### config.mk
export PLATFORM = sky130hd
export DESIGN_NAME = array_multiplier
export DESIGN_NICKNAME = d
export VERILOG_FILES = /design/src/rtl/array_multiplier.sv
export SDC_FILE = /design/constraint.sdc
export NUM_CORES = 1
export LEC_CHECK = 0
export ABC_AREA = 0
export BUFFER_PORTS_ARGS = -buffer_cell sky130_fd_sc_hd__buf_2
export CORE_AREA = 2 2 39 41
export DETAILED_ROUTE_END_ITERATION = 12
export DIE_AREA = 0 0 41 43
export GPL_ROUTABILITY_DRIVEN = 0
export PLACE_DENSITY = 0.6
export SLEW_MARGIN = 20
export SYNTH_ARGS = -nofsm -noshare
export SYNTH_HDL_FRONTEND = slang
export SYNTH_SLANG_ARGS = --single-unit
### constraint.sdc
create_clock -name vclk -period 3.11
set_input_delay 0.311 -clock vclk [all_inputs]
set_output_delay 0.311 -clock vclk [all_outputs]
set_load 0.01 [all_outputs]
### src/rtl/array_multiplier.sv
module mul_half_add (
  input  logic x,
  input  logic y,
  output logic s,
  output logic co
);
  assign s  = x ^ y;
  assign co = x & y;
endmodule

module mul_full_add (
  input  logic x,
  input  logic y,
  input  logic z,
  output logic s,
  output logic co
);
  assign s  = x ^ y ^ z;
  assign co = (x & y) | (z & (x ^ y));
endmodule

module array_multiplier #(
  parameter int W = 4
) (
  input  logic [W-1:0]   mcand,
  input  logic [W-1:0]   mplier,
  output logic [2*W-1:0] product
);
  localparam int PW = 2 * W;

  logic [W-1:0] pp [W];
  logic [W-1:0] sr [1:W-1];
  logic [W-1:0] cr [1:W-1];
  logic [W-2:0] rc;

  for (genvar j = 0; j < W; j++) begin : g_pp
    for (genvar i = 0; i < W; i++) begin : g_bit
      assign pp[j][i] = mcand[i] & mplier[j];
    end
  end

  assign product[0] = pp[0][0];

  for (genvar j = 1; j < W; j++) begin : g_row
    for (genvar i = 0; i < W; i++) begin : g_cell
      if (j == 1 && i < W - 1) begin : g_ha_first
        mul_half_add u_ha (.x(pp[1][i]), .y(pp[0][i+1]), .s(sr[1][i]), .co(cr[1][i]));
      end else if (j == 1) begin : g_top_first
        assign sr[1][i] = pp[1][i];
        assign cr[1][i] = 1'b0;
      end else if (i < W - 1) begin : g_fa
        mul_full_add u_fa (.x(pp[j][i]), .y(sr[j-1][i+1]), .z(cr[j-1][i]),
                           .s(sr[j][i]), .co(cr[j][i]));
      end else begin : g_ha_top
        mul_half_add u_ha (.x(pp[j][i]), .y(cr[j-1][i]), .s(sr[j][i]), .co(cr[j][i]));
      end
    end
    assign product[j] = sr[j][0];
  end

  for (genvar k = 0; k < W - 1; k++) begin : g_cpa
    if (k == 0) begin : g_first
      mul_half_add u_ha (.x(sr[W-1][1]), .y(cr[W-1][0]), .s(product[W]), .co(rc[0]));
    end else begin : g_mid
      mul_full_add u_fa (.x(sr[W-1][k+1]), .y(cr[W-1][k]), .z(rc[k-1]),
                         .s(product[W+k]), .co(rc[k]));
    end
  end
  assign product[PW-1] = cr[W-1][W-1] ^ rc[W-2];

  always_comb begin
    p_lsb_r3: assert (product[0] == (mcand[0] & mplier[0]))
      else $error("R3: product lsb differs from operand lsb AND");
    if (mcand == '0 || mplier == '0)
      p_zero_r4: assert (product == '0) else $error("R4: zero operand, nonzero product");
    if (mplier == W'(1))
      p_unit_r5: assert (product == PW'(mcand)) else $error("R5: times one differs");
    if (mcand == W'(1))
      p_unit_b_r5: assert (product == PW'(mplier)) else $error("R5: one times differs");
    if (!mcand[W-1] && !mplier[W-1])
      p_no_overflow_r9: assert (product[PW-1:PW-2] == 2'b00)
        else $error("R9: small operands set top product bits");
    if ($countones(mplier) == 1)
      p_shift_r8: assert (product == (PW'(mcand) << $clog2(mplier)))
        else $error("R8: power-of-two multiplier is not a shift");
  end
endmodule

==> flow_results.org <==
** Worst setup path
- By instance count, the cell type seen most on the critical path is fa_2.
- Largest driver fanout on the critical path :: 2
- The critical path goes through buf_6 -> and2_4 -> ha_4 -> inv_2 -> fa_2 -> inv_2 -> fa_2 -> ha_4 -> fa_2 -> fa_1 -> buf_2.
- Required time worst endpoint :: 2.80 ns
- STA classifies the critical path endpoint as a primary output.
- Critical Path Max Stage Delay :: 0.51 ns
- Crit start category :: input pin
- Max stage delay cell, worst path :: fa_2
- The critical path in this run is classified as input pin to primary output.
- WP data arrival :: 2.86 ns

** Cells and area
- The net count of the finished layout is 83.
- Antenna diode instance count :: 0
- The clock buffers instantiated in the layout total 0.
- In the final layout, flip-flops and latches occupy 0 um2.
- Excluding fillers, the count of instances in the completed layout stands at 77.
- Sequential cell count :: 0
- Relative to the synthesized area, the layout overhead comes to 43.3%.
- Layout cells sized above 1 :: 0.574

** Die
- The die is 41 um wide.
- Die footprint :: 1760 um2
- Row generation in the floorplan step produced 14 rows.
- The initial utilization of the core area, before any placement, comes to 0.282.
- Die Y-Extent :: 43 um
- In this run the count of I/O pins placed on the die edge is 16.
- CORE AREA :: 1380 um2

** Synthesis
- Share of the synthesized area in the top cell type :: 0.410
- fa_1 takes more of the synthesized area than any other cell.
- Synthesis produced a netlist with a net count of 67.
- Area of the mapped netlist :: 390 um2
- Portion of the post-synthesis area used by sequential elements :: 0
- Netlist cell types :: 6
- Synthesis handed over a netlist of 47 instances.
- Leading cell types by total area after synthesis :: fa_1 41%, and2_1 14%, buf_4 13%, ha_1 13%, inv_1 12%
- Post-Syn Area per Cell :: 8.31 um2
- Yosys warning count :: 0

** Global routing
- The via count of the first global-routing pass came to 328.
- Wire length of the first global-routing pass :: 1460 um
- Largest net degree at the start of global routing :: 5
- Total global routing track utilization :: 0.116
- The number of antenna violations at the first check in global routing came to 0.
- Grt total ovfl :: 0

** STA
- Worst-margin pin slew :: 0.102 ns
- Number of endpoints with negative hold slack in the final report :: 0
- The count of pins over their slew limit came to 0.
- The worst path in the final design needs a cycle of 3.17 ns, including I/O delays and setup.
- In the finished design, the share of the clock period the worst path needs comes to 1.02.
- Setup violations remaining at the end of the flow were counted as 1.
- In this run the tightest slew margin relative to its limit is 0.932.
- Unrepaired setup endpoints after global routing :: true
- Max frequency :: 0.316 GHz
- Worst setup slack after layout :: -0.0567 ns

** Detailed routing
- Once detail routing completed, the nets flagged for antenna violations numbered 0.
- The pre-antenna-repair detailed-routing pass consisted of 2 iterations.
- Routed via count :: 314
- Iteration-0 DRC Markers :: 1
- DRC errors left :: 0
- Post-DR wirelength/cell :: 9.73 um
- In the routed layout, each cell is associated on average with a via count of 4.08.
- Summed over all layers, the routed wires come to 749 um.

** Run status
- Result of the run :: complete, but fails checks
- Violations in the final reports :: setup timing

** Power and ir drop
- Summing internal, switching and leakage power gives 0.000100 W.
- Of the total power, registers draw 0.
- In this run the static leakage power is 0.291 nW.
- In this run the power spent charging and discharging nets is 0.0000505 W.
- Largest vdd supply drop :: 0.0000539 V
- Switching share of power :: 0.504
- Areal power density over the cells :: 179 nW/um2
- Clock power frac :: 0
- Of the total power, combinational logic draws 1.000.
- Internal power consumption :: 0.0000497 W

** Placed design
- Once placement completed, the tool counted placed cells totaling 77.
- Half-perimeter wire length after detailed placement :: 618 um
- Port Buf Inserts :: 16

** Job
- Number of max-cap violations :: 0

** Clocking
- Number of buffers inserted by post-CTS setup repair :: 0

** Worst hold path
- Worst hold-check path type :: input pin to primary output
- The worst hold path begins at mcand[0].
- For hold timing, the worst endpoint is product[0].
- Min-Delay Path Depth :: 3
## power by group through the flow
stage | logic [W] | registers (W) | clock network (W)
after floorplan | 0.0000747 | 0 | 0
after global placement | 0.0000855 | 0 | 0
after detailed placement | 0.0000873 | 0 | 0
after CTS | 0.000104 | 0 | 0
after global routing | 0.000118 | 0 | 0
final | 0.000100 | 0 | 0
## layout by cell type (no fill, tap or decap)
cell type and count:
fa_1 5, and2_4 4, inv_1 8, fa_2 3, nand2_1 7, inv_2 4, buf_4 4, ha_1 1
ha_4 3, buf_2 12, and2_1 5, buf_6 5
## per-layer routing
layer | wire length (um) | up-vias | track usage | share of wire
li1 | - | 154 | - | -
met1 | 269 | 152 | 0.153 | 0.36
met5 | 0 | - | 0 | 0
met4 | 0 | 0 | 0 | 0
met3 | 40 | 0 | 0.00524 | 0.053
met2 | 439 | 8 | 0.209 | 0.59
## cells by family after synthesis
logic type | count (synthesis) | synth area share
adder cells (fa/ha/maj) | 12 | 0.538
buffers and inverters | 19 | 0.250
AND/OR/NAND/NOR | 16 | 0.212
## how the worst max path moves through the flow
stage,start,endpoint,slack [ns],depth (start not counted)
finish,mcand[2],product[6],-0.06,11
global route,mcand[2],product[6],-0.14,11
CTS,mcand[2],product[6],-0.11,11
detailed placement,mplier[0],product[6],-0.18,11
global placement,mplier[0],product[6],-0.17,11
floorplan,mplier[1],product[6],0.02,10
## cell usage after synthesis
master   count
and2_1       9
buf_4        7
nand2_1      7
fa_1         8
ha_1         4
inv_1       12
## repair_timing
item,CTS,global route
pin swaps,10,4
hold buffers,0,0
resized for setup,21,0
endpoints found under the setup margin,2,2
## metrics by stage
step / setup TNS [ns] / setup slack, ns / hold WS, ns / util / instance area [um2]
after floorplan: 0 / 0.0174 / 0.766 / - / 393
after global placement: -0.221 / -0.169 / 0.961 / 0.345 / 478
after detailed placement: -0.248 / -0.184 / 0.966 / 0.345 / 478
after CTS: -0.110 / -0.110 / 0.966 / 0.404 / 559
after global routing: -0.166 / -0.140 / 0.988 / 0.404 / 559
final: -0.0567 / -0.0567 / 0.955 / 0.404 / 559
## cell type report
type | instances | area [um2]
Timing Repair Buffer | 21 | 146
Tap cell | 16 | 20.0
Fill cell | 153 | 825
Inverter | 12 | 45.0
Multi-Input combinational cell | 28 | 348
## worst max-delay path, delay by kind of cell
family        cells  cell delay, ns
fa+ha+maj         6            2.11
buf+inv           4            0.28
simple gates      1            0.15
No activity file was read; power rests on OpenSTA's default activity.
